$ cat config.mk
export PLATFORM = sky130hd
export DESIGN_NAME = memx_unit
export DESIGN_NICKNAME = d
export VERILOG_FILES = /design/src/rtl/memx_pkg.sv /design/src/rtl/memx_agen.sv /design/src/rtl/memx_store_lane.sv /design/src/rtl/memx_load_ext.sv /design/src/rtl/memx_unit.sv
export SDC_FILE = /design/constraint.sdc
export NUM_CORES = 1
export LEC_CHECK = 0
export BUFFER_PORTS_ARGS = -buffer_cell sky130_fd_sc_hd__buf_2
export CORE_UTILIZATION = 48
export DETAILED_ROUTE_END_ITERATION = 8
export PLACE_DENSITY_LB_ADDON = 0.12
export SETUP_SLACK_MARGIN = 0.3
export SYNTH_ARGS = -nofsm -noshare
export SYNTH_HDL_FRONTEND = slang
export SYNTH_SLANG_ARGS = --single-unit
$ cat constraint.sdc
create_clock -name clk -period 4.05 [get_ports clk]
set_input_delay 0.6075 -clock clk [delete_from_list [all_inputs] [get_ports clk]]
set_output_delay 0.6075 -clock clk [all_outputs]
set_load 0.02 [all_outputs]
$ cat src/rtl/memx_pkg.sv
package memx_pkg;

  typedef enum logic [2:0] {
    OP_LDB  = 3'd0,
    OP_LDBU = 3'd1,
    OP_LDH  = 3'd2,
    OP_LDHU = 3'd3,
    OP_LDW  = 3'd4,
    OP_STB  = 3'd5,
    OP_STH  = 3'd6,
    OP_STW  = 3'd7
  } mop_e;

  // log2 of the access size in bytes
  typedef enum logic [1:0] {
    SZ_BYTE = 2'd0,
    SZ_HALF = 2'd1,
    SZ_WORD = 2'd2
  } msize_e;

  function automatic logic op_is_load(mop_e op);
    return (op == OP_LDB) || (op == OP_LDBU) || (op == OP_LDH) ||
           (op == OP_LDHU) || (op == OP_LDW);
  endfunction

  function automatic logic op_zero_ext(mop_e op);
    return (op == OP_LDBU) || (op == OP_LDHU);
  endfunction

  function automatic msize_e op_size(mop_e op);
    case (op)
      OP_LDB, OP_LDBU, OP_STB: return SZ_BYTE;
      OP_LDH, OP_LDHU, OP_STH: return SZ_HALF;
      default:                 return SZ_WORD;
    endcase
  endfunction

endpackage

$ cat src/rtl/memx_agen.sv
module memx_agen #(
  parameter int XLEN   = 32,
  parameter int DISP_W = 13,
  parameter int RIDX_W = 5
) (
  input  logic [RIDX_W-1:0] base_idx,
  input  logic [XLEN-1:0]   base_val,
  input  logic              imm_sel,
  input  logic [DISP_W-1:0] disp_field,
  input  logic [XLEN-1:0]   idx_val,
  output logic [XLEN-1:0]   ea
);

  function automatic logic [XLEN-1:0] sext_disp(input logic [DISP_W-1:0] f);
    return {{(XLEN-DISP_W){f[DISP_W-1]}}, f};
  endfunction

  logic [XLEN-1:0] base_eff;
  logic [XLEN-1:0] disp_eff;

  // register 0 is hardwired to zero, on both operand paths
  always_comb begin
    base_eff = (base_idx == '0) ? '0 : base_val;
    if (imm_sel)
      disp_eff = sext_disp(disp_field);
    else if (disp_field[RIDX_W-1:0] == '0)
      disp_eff = '0;
    else
      disp_eff = idx_val;
    ea = base_eff + disp_eff;
  end

endmodule

$ cat src/rtl/memx_store_lane.sv
module memx_store_lane #(
  parameter  int XLEN  = 32,
  localparam int LANES = XLEN / 8,
  localparam int OFS_W = $clog2(LANES)
) (
  input  logic [1:0]       sz,
  input  logic [OFS_W-1:0] ofs,
  input  logic [XLEN-1:0]  sdata,
  output logic [XLEN-1:0]  wdata,
  output logic [LANES-1:0] lane_en
);

  logic [OFS_W-1:0] sz_mask;
  assign sz_mask = OFS_W'((1 << sz) - 1);

  for (genvar i = 0; i < LANES; i++) begin : g_lane
    localparam logic [OFS_W-1:0] POS = OFS_W'(i);
    logic [XLEN-1:0] src_shift;
    // a lane belongs to the access when it lies in the same size-aligned group
    assign lane_en[i] = ((POS & ~sz_mask) == (ofs & ~sz_mask));
    // each lane carries the data byte of its position within the group
    assign src_shift = sdata >> {POS & sz_mask, 3'b000};
    assign wdata[8*i +: 8] = src_shift[7:0];
  end

endmodule

$ cat src/rtl/memx_load_ext.sv
module memx_load_ext #(
  parameter  int XLEN  = 32,
  localparam int OFS_W = $clog2(XLEN / 8)
) (
  input  logic [1:0]       sz,
  input  logic             zext,
  input  logic [OFS_W-1:0] ofs,
  input  logic [XLEN-1:0]  rdata,
  output logic [XLEN-1:0]  result
);

  logic [OFS_W-1:0] sz_mask;
  logic [XLEN-1:0]  aligned;

  assign sz_mask = OFS_W'((1 << sz) - 1);
  assign aligned = rdata >> {ofs & ~sz_mask, 3'b000};

  always_comb begin
    case (sz)
      2'd0:    result = {{(XLEN-8){~zext & aligned[7]}}, aligned[7:0]};
      2'd1:    result = {{(XLEN-16){~zext & aligned[15]}}, aligned[15:0]};
      default: result = aligned;
    endcase
  end

endmodule

$ cat src/rtl/memx_unit.sv
module memx_unit
  import memx_pkg::*;
#(
  parameter  int XLEN   = 32,
  parameter  int DISP_W = 13,
  parameter  int RIDX_W = 5,
  localparam int LANES  = XLEN / 8,
  localparam int OFS_W  = $clog2(LANES)
) (
  input  logic              clk,
  input  logic              rst_n,
  input  logic              req_valid,
  input  logic [2:0]        req_op,
  input  logic [RIDX_W-1:0] base_idx,
  input  logic [XLEN-1:0]   base_val,
  input  logic              imm_sel,
  input  logic [DISP_W-1:0] disp_field,
  input  logic [XLEN-1:0]   idx_val,
  input  logic [XLEN-1:0]   store_val,
  input  logic [RIDX_W-1:0] dst_idx,
  output logic              busy,
  output logic [XLEN-1:0]   mem_addr,
  output logic [XLEN-1:0]   mem_wdata,
  output logic [LANES-1:0]  mem_be,
  output logic              mem_we,
  output logic              mem_re,
  input  logic [XLEN-1:0]   mem_rdata,
  output logic              misalign,
  output logic              wb_en,
  output logic [RIDX_W-1:0] wb_idx,
  output logic [XLEN-1:0]   wb_data
);

  function automatic logic off_misaligned(input msize_e sz, input logic [OFS_W-1:0] ofs);
    return |(ofs & OFS_W'((1 << sz) - 1));
  endfunction

  // ---------------- address cycle ----------------
  mop_e            op_now;
  logic [XLEN-1:0] ea_now;
  logic            mis_now;

  assign op_now = mop_e'(req_op);

  memx_agen #(.XLEN(XLEN), .DISP_W(DISP_W), .RIDX_W(RIDX_W)) u_agen (
    .base_idx   (base_idx),
    .base_val   (base_val),
    .imm_sel    (imm_sel),
    .disp_field (disp_field),
    .idx_val    (idx_val),
    .ea         (ea_now)
  );

  assign mis_now = off_misaligned(op_size(op_now), ea_now[OFS_W-1:0]);

  // named phase events
  logic addr_phase;
  logic xfer_phase;
  assign addr_phase = req_valid;
  assign busy       = addr_phase;

  // ---------------- stage register ----------------
  logic              x_valid;
  mop_e              x_op;
  logic [XLEN-1:0]   x_ea;
  logic [XLEN-1:0]   x_sdata;
  logic [RIDX_W-1:0] x_dst;
  logic              x_mis;

  always_ff @(posedge clk) begin
    if (!rst_n) begin
      x_valid <= 1'b0;
      x_op    <= OP_LDW;
      x_ea    <= '0;
      x_sdata <= '0;
      x_dst   <= '0;
      x_mis   <= 1'b0;
    end else begin
      x_valid <= addr_phase;
      if (addr_phase) begin
        x_op    <= op_now;
        x_ea    <= ea_now;
        x_sdata <= store_val;
        x_dst   <= dst_idx;
        x_mis   <= mis_now;
      end
    end
  end

  assign xfer_phase = x_valid;

  // ---------------- transfer cycle ----------------
  logic             xfer_ok;
  logic             x_load;
  msize_e           x_sz;
  logic [LANES-1:0] lane_en;
  logic [XLEN-1:0]  lane_data;
  logic [XLEN-1:0]  ld_result;

  assign x_load  = op_is_load(x_op);
  assign x_sz    = op_size(x_op);
  assign xfer_ok = xfer_phase & ~x_mis;

  memx_store_lane #(.XLEN(XLEN)) u_lane (
    .sz      (x_sz),
    .ofs     (x_ea[OFS_W-1:0]),
    .sdata   (x_sdata),
    .wdata   (lane_data),
    .lane_en (lane_en)
  );

  memx_load_ext #(.XLEN(XLEN)) u_ext (
    .sz     (x_sz),
    .zext   (op_zero_ext(x_op)),
    .ofs    (x_ea[OFS_W-1:0]),
    .rdata  (mem_rdata),
    .result (ld_result)
  );

  assign mem_addr  = x_ea;
  assign mem_wdata = lane_data;
  assign mem_be    = xfer_ok ? lane_en : '0;
  assign mem_we    = xfer_ok & ~x_load;
  assign mem_re    = xfer_ok & x_load;
  assign misalign  = xfer_phase & x_mis;
  assign wb_en     = mem_re;
  assign wb_idx    = x_dst;
  assign wb_data   = ld_result;

endmodule

==> impl_results.md, run 1 <==
* Post-route DRC at 0
* Commonest non-fill, non-tap cells in the layout: buf_2 (266), nor2_1 (96), dfxtp_1 (74)
* CP Data Arrival Time at ~2900 ps
* Clock Tree Root: clkbuf_16
* CP max FO at 18
* Mapped Nets at between 900 and 1000
* Diodes inserted at 0
* Startpoint types: flip-flop
* Cells resized by post-CTS repair at 0
* Die area at 12300 µm²
* Post-synth top area share at a little over a quarter
* Pin count of the biggest net entering global routing at 53
* Clk sinks at 74
* Fin. Hold Viols at 0
* Worst-Skew Late Latency at about 320 ps
* Routed wl met2 at 8130 µm
* Die height at about 110 µm
* Starting Density at between 40% and 50%
* CTS clk-pin slew, worst paths at 60 ps
* Top Ports at ~270
* Routed len/inst at around 15 µm
* Drt initial violations at about 380
* RSZ-0062 raised after global routing: no
* Total gr overflow at 0
* Most used cell, CP: nand2_2
* Min-Delay Path Class: reg -> reg
* # H-tree levels at 3
* Max-cap viol count at 0
* CTS Buf Count at 9
* Antenna-violating nets left at 0
* CTS tree: yes
* VDD IR max at between 200 and 250 µV
* Top cells by area, synth: dfxtp_1 (26%), mux2i_1 (9.9%), ha_1 (6.8%), nor2_1 (6.4%), a21o_1 (5.7%)
* Fin cells at 1112
* Post-synth top area cell: dfxtp_1
* Total power at about 0.0028 W
* Worst reg2reg path startpoint: x_op[1]$_SDFFE_PN0P_
* Vias in the first global route at between 5000 and 6000
* Met3 routed WL at between 800 and 900 µm
* CP max stage delay at 540 ps
* Site Rows at 39
* Most common cell after layout, fill and taps aside: buf_2
* PD cells at approximately 370 nW/µm²
* Avg Inst Size Synth at between 7 and 8 µm²
* Leakage at 3.91 nW
* Async SR Flop Fraction at 0%
* Total Nets Final at roughly 1200
* Post-CTS setup buffers at 0
* Worst Setup End Kind: primary output
* Worst Path Buf+Inv at 1
* # setup viols final at 0
* Clk buf depth at 2
* #FFs+latches synth at between 70 and 80
* Critical Path Start: x_op[1]$_SDFFE_PN0P_
* GRT Overall Usage at 27.3%
* Final worst path period need at 3470 ps
* Seq/Total Area, Yosys at a little over a quarter
* Cell Chain, Critical Path: xnor2_1, nand2_2, nand2_2, mux4_2, nand2_4, o21ai_4, a21o_1, buf_2
* Worst Setup Path Type: reg -> out
* Sum Neg Setup Slack at 0 ps
* Hold_buf cts at 0
* Clock Skew at 0 ps
* Critical path's top delay family: simple AND/OR/NAND/NOR gates
* Core Box Area at between 10000 and 15000 µm²
* Synth Warn # at 0
* Outcome: finished clean
* Top layer in use: met4
* # fillers at approximately 1100
* Max Freq at ~290 MHz
* Fin crit share at a little under nine tenths
* Vias per Instance at between 5 and 6
* Die width at around 110 µm
* First-pass GRT wire length at 27600 µm
* Port bufs at roughly 270
* Min-delay src: mem_addr[27]$_SDFFE_PN0P_
* Total Wirelength at between 15000 and 20000 µm
* Max-slew headroom at 51.5%
* Most used DFF post-synth: dfxtp_1
* M1 wire length at between 7000 and 8000 µm
* Worst Path Required at 3440 ps
* Dpl hpwl at ~13000 µm
* Mapped Cells at roughly 730
* Share of layout cells above drive strength 1 at 33.3%
* Netlist area before placement at around 5700 µm²
* Worst-margin pin slew at 727 ps
* Via count at about 6100
* Initial antenna violation count at 0
* Worst path slowest cell: dfxtp_1
* Synth cell types at between 50 and 60
* Dpl cells at between 1000 and 1500
* Slew Limit Fails at 0
* TritonRoute pass-1 iters at 5
* GPL Wtd Cong at 0.911
* Synthesis-to-finish area growth at 29.5%
* EDFF count, synth at 0
[flip-flops by register name, indices dropped and copies added, names as in the netlist]
signal	cells
mem_addr	32
x_sdata	32
wb_idx	5
x_op	3
x_mis	1
x_valid	1
[layer usage]
| layer | GRT usage [%] | vias to the layer above |
|---|---|---|
| li1 | - | 3049 |
| met1 | 34.8 | 2788 |
| met2 | 48.0 | 210 |
| met3 | 3.44 | 20 |
| met4 | 7.82 | 0 |
| met5 | 0 | - |
[worst min-delay path: stages (launching register included)]
cell and delay, ps:
dfxtp_1 310, nand2_1 50, o21ai_1 50
[area by class of cell]
class                           instances  area (µm²)  area share [%]
Multi-Input combinational cell        594        3940            53.5
Clock inverter                          7        83.8            1.14
Inverter                                8        30.0           0.408
Clock buffer                            9         225            3.06
Timing Repair Buffer                  277        1430            19.4
Sequential cell                        74        1480            20.1
Tap cell                              143         179            2.43
[synthesized netlist by cell type (3+ instances only)]
library cell	number
ha_1	31
o21ai_0	45
nor2b_1	33
xor2_1	11
a21oi_1	48
a22o_1	12
o21ai_1	14
buf_4	10
nand2_1	73
nor3_1	8
nor2_1	97
and2_1	7
inv_1	7
nand3_1	5
o21bai_1	3
xnor2_1	19
mux2i_1	56
dfxtp_1	74
buf_1	4
nand2b_1	4
o211ai_1	6
nand4_1	11
a2111oi_0	3
a211oi_1	10
a21o_1	43
mux2_2	13
clkbuf_1	35
a31oi_1	4
[report_power, final]
group	switching [W]	internal [W]
combinational	0.000659	0.000438
clock	0.000335	0.000490
sequential	0.0000439	0.000796
total	0.00104	0.00172
[stage by stage]
stage                     hold WS, ps  cell area, µm²  worst slack [ps]  util [%]
final                             449            7370               579      64.3
after floorplan                   456            5690               613         -
after CTS                         451            7370               539      64.3
after global routing              458            7370               371      64.3
after detailed placement          441            7060               349      61.6
after global placement            437            7060               400      61.6
[path summary, 6_finish.rpt]
kind | end | slack [ps] | cells after the start
min reg2reg | mem_addr[27]$_SDFFE_PN0P_ | 450 | 2
max | wb_data[16] | 580 | 8
max reg2reg | x_op[1]$_SDFFE_PN0P_ | 3220 | 2
min | mem_addr[27]$_SDFFE_PN0P_ | 450 | 2
[cells by family (layout without fill, tap and decap cells)]
group	Yosys count	after routing	share of synthesized area [%]
buffers and inverters	60	301	4.79
flip-flops	74	74	26.0
AND/OR/NAND/NOR	252	252	20.6
XOR/XNOR	30	30	4.62
adder cells (fa/ha/maj)	32	32	7.17
AO/OA/AOI/OAI	208	208	23.6
multiplexers	72	72	13.2
Note: power is estimated with default switching activity, not from simulation.
==> run 2, diff against run 1 <==
- CORE_MARGIN: default -> 4
- CORE_UTILIZATION: 48 -> 50
- SYNTH_HIERARCHICAL: default -> 1
==> run 2 against run 1 <==
Net effect: clock-buffer cell count did not move; sequential power rose by 0.6%; register-to-register slack barely moved.
==> impl_results.md, run 2 <==
* Post-route cell area at 8180 µm²
* Fin cells at around 1200
* First-pass GRT wire length at approximately 30000 µm
* RSZ-0062 raised after global routing: no
* Port bufs at ~270
* Via count at roughly 6300
* Max Freq at between 200 and 300 MHz
* Most used DFF post-synth: dfxtp_1
* Max-slew headroom at a little over two fifths
* Worst Path Required at ~4300 ps
* Diodes inserted at 0
* Initial antenna violation count at 1
* Sum Neg Setup Slack at 0 ps
* Worst Setup Path Type: in -> reg
* EDFF count, synth at 0
* # setup viols final at 0
* Most common cell after layout, fill and taps aside: buf_2
* Critical Path Start: base_idx[0]
* Post-synth top area share at between 20% and 30%
* CTS Buf Count at 9
* Simple-Gate Fraction of Synth Area at 20.7%
* Top cells by area, synth: dfxtp_1 (23%), mux2i_1 (15%), nor2b_1 (10%), ha_1 (6.2%), a21o_1 (4.9%)
* Leakage at between 4 and 5 nW
* Dpl cells at 1171
* Async SR Flop Fraction at 0%
* Routed len/inst at 16.3 µm
* Startpoint types: input port
* Mapped Nets at roughly 950
* Worst Setup End Kind: flip-flop
* Post-synthesis mux area share at between 10% and 20%
* Slew Limit Fails at 0
* # H-tree levels at 3
* Total Wirelength at about 19000 µm
* VDD IR max at slightly below 200 µV
* Top-count cell post-synth: nor2b_1
* Pin count of the biggest net entering global routing at 52
* CTS tree: yes
* Main combinational cell family by area after synthesis: simple AND/OR/NAND/NOR gates
* CP max FO at 17
* Netlist area before placement at 6470 µm²
* Vias per Instance at roughly 5.3
* Final hold slack at about 510 ps
* PD cells at ~350 nW/µm²
* Commonest non-fill, non-tap cells in the layout: buf_2 (266), nor2b_1 (107), mux2i_1 (96)
* Min-Delay Path Class: reg -> reg
* Die width at ~120 µm
* Avg Inst Size Synth at 8.50 µm²
* Vias in the first global route at ~6000
* Starting Density at approximately half
* Core Box Area at 12600 µm²
* Die area at about 15000 µm²
* Post-synth top cells: nor2b_1 (107), mux2i_1 (96), dfxtp_1 (74), nand2_1 (65)
* Min-delay src: x_sdata[20]$_SDFFE_PN0P_
* Dpl hpwl at ~15000 µm
* Drt initial violations at 308
* Total gr overflow at 0
* Fin. Hold Viols at 0
* Cell Area, Placed at just under 8000 µm²
* R2R Setup Slk at ~3200 ps
* Synth Warn # at 6
* Synthesis-to-finish area growth at 26.5%
* Clock Tree Root: clkbuf_16
* Clock Skew at 0 ps
* Final worst slack at between 400 and 500 ps
* Site Rows at 41
* Share of layout cells above drive strength 1 at 36.9%
* Post-route DRC at 0
* Outcome: finished clean
* Post-synth top area cell: dfxtp_1
* Clk sinks at 74
* Seq/Total Area, Yosys at a little under a quarter
* Total Nets Final at between 1000 and 1500
* Worst reg2reg path startpoint: mem_addr[0]$_SDFFE_PN0P_
* Adder-Cell Fraction of Synth Area at 6.50%
* # fillers at about 1200
* Worst-Skew Late Latency at between 300 and 400 ps
* Mapped Cells at about 760
* Pre-CTS WS at 106 ps
* CP Data Arrival Time at 3850 ps
* GRT Overall Usage at 25.1%
* Die height at 122 µm
* TritonRoute pass-1 iters at 5
* Max-cap viol count at 0
* Antenna-violating nets left at 0
* CTS clk-pin slew, worst paths at approximately 60 ps
* Top Ports at between 200 and 300
* Fin crit share at 88.4%
* #FFs+latches synth at 74
* GPL Wtd Cong at 0.991
* Clk buf depth at 2
* Worst-margin pin slew at approximately 850 ps
* Xor/xnor share of the synthesized area at a little over 4%
* Final worst path period need at between 3000 and 4000 ps
* Compound-Gate Fraction of Synth Area at approximately a fifth
* Synth cell types at 68
[run 2: stage by stage]
stage	util (%)	power [W]
floorplan	-	0.00172
global placement	62.5	0.00209
detailed placement	62.5	0.00209
CTS	64.6	0.00284
global route	64.8	0.00300
finish	64.8	0.00283
[run 2: layout make-up]
cell class | count | area (µm²) | share of cell area, %
multi-input combinational | 614 | 4590 | 56.2
tap | 172 | 215 | 2.63
clock buffer | 9 | 225 | 2.75
sequential | 74 | 1480 | 18.1
timing repair buffer | 297 | 1570 | 19.2
clock inverter | 6 | 43.8 | 0.535
inverter | 14 | 52.6 | 0.642
[run 2: cells by family (layout without fill, tap and decap cells)]
group | after synthesis | count (layout)
simple gates | 246 | 246
xor+xnor | 30 | 30
fa+ha+maj | 33 | 33
compound gates | 185 | 185
mux | 120 | 120
buf+inv | 73 | 326
flops | 74 | 74
[run 2: critical path, cell delays in order]
cell and delay (ps):
buf_2 90, or4_1 540, nor2_2 120, buf_4 160, buf_6 180, nor2b_1 70, ha_1 360, nand4_1 150
nor3_1 290, o2111ai_1 200, a21oi_1 330, nor2b_1 120, o21ai_1 220, xor2_1 190, mux2i_1 100, nor2b_1 130
[run 2: final timing paths]
check,end,cells past startpoint
min,x_sdata[20]$_SDFFE_PN0P_,2
max,mem_addr[27]$_SDFFE_PN0P_,16
min reg2reg,x_sdata[20]$_SDFFE_PN0P_,2
max reg2reg,mem_addr[0]$_SDFFE_PN0P_,2
[run 2: what timing repair did]
action | 4_1_cts | 5_1_grt
hold buffers | 0 | 0
buffers inserted | 0 | 0
resized for setup | 0 | 7
setup endpoints to repair | 0 | 11
[run 2: routing by layer]
metal,share of wire [%],GRT usage (%)
met3,6.4,4.46
met5,0.067,0
met2,47,41.5
met1,45,33.4
met4,2.0,7.70
[run 2: where the power goes]
part           total [W]  internal, W  switching (W)
Sequential      0.000845     0.000798      0.0000468
Clock           0.000745     0.000413       0.000331
Combinational    0.00124     0.000524       0.000718
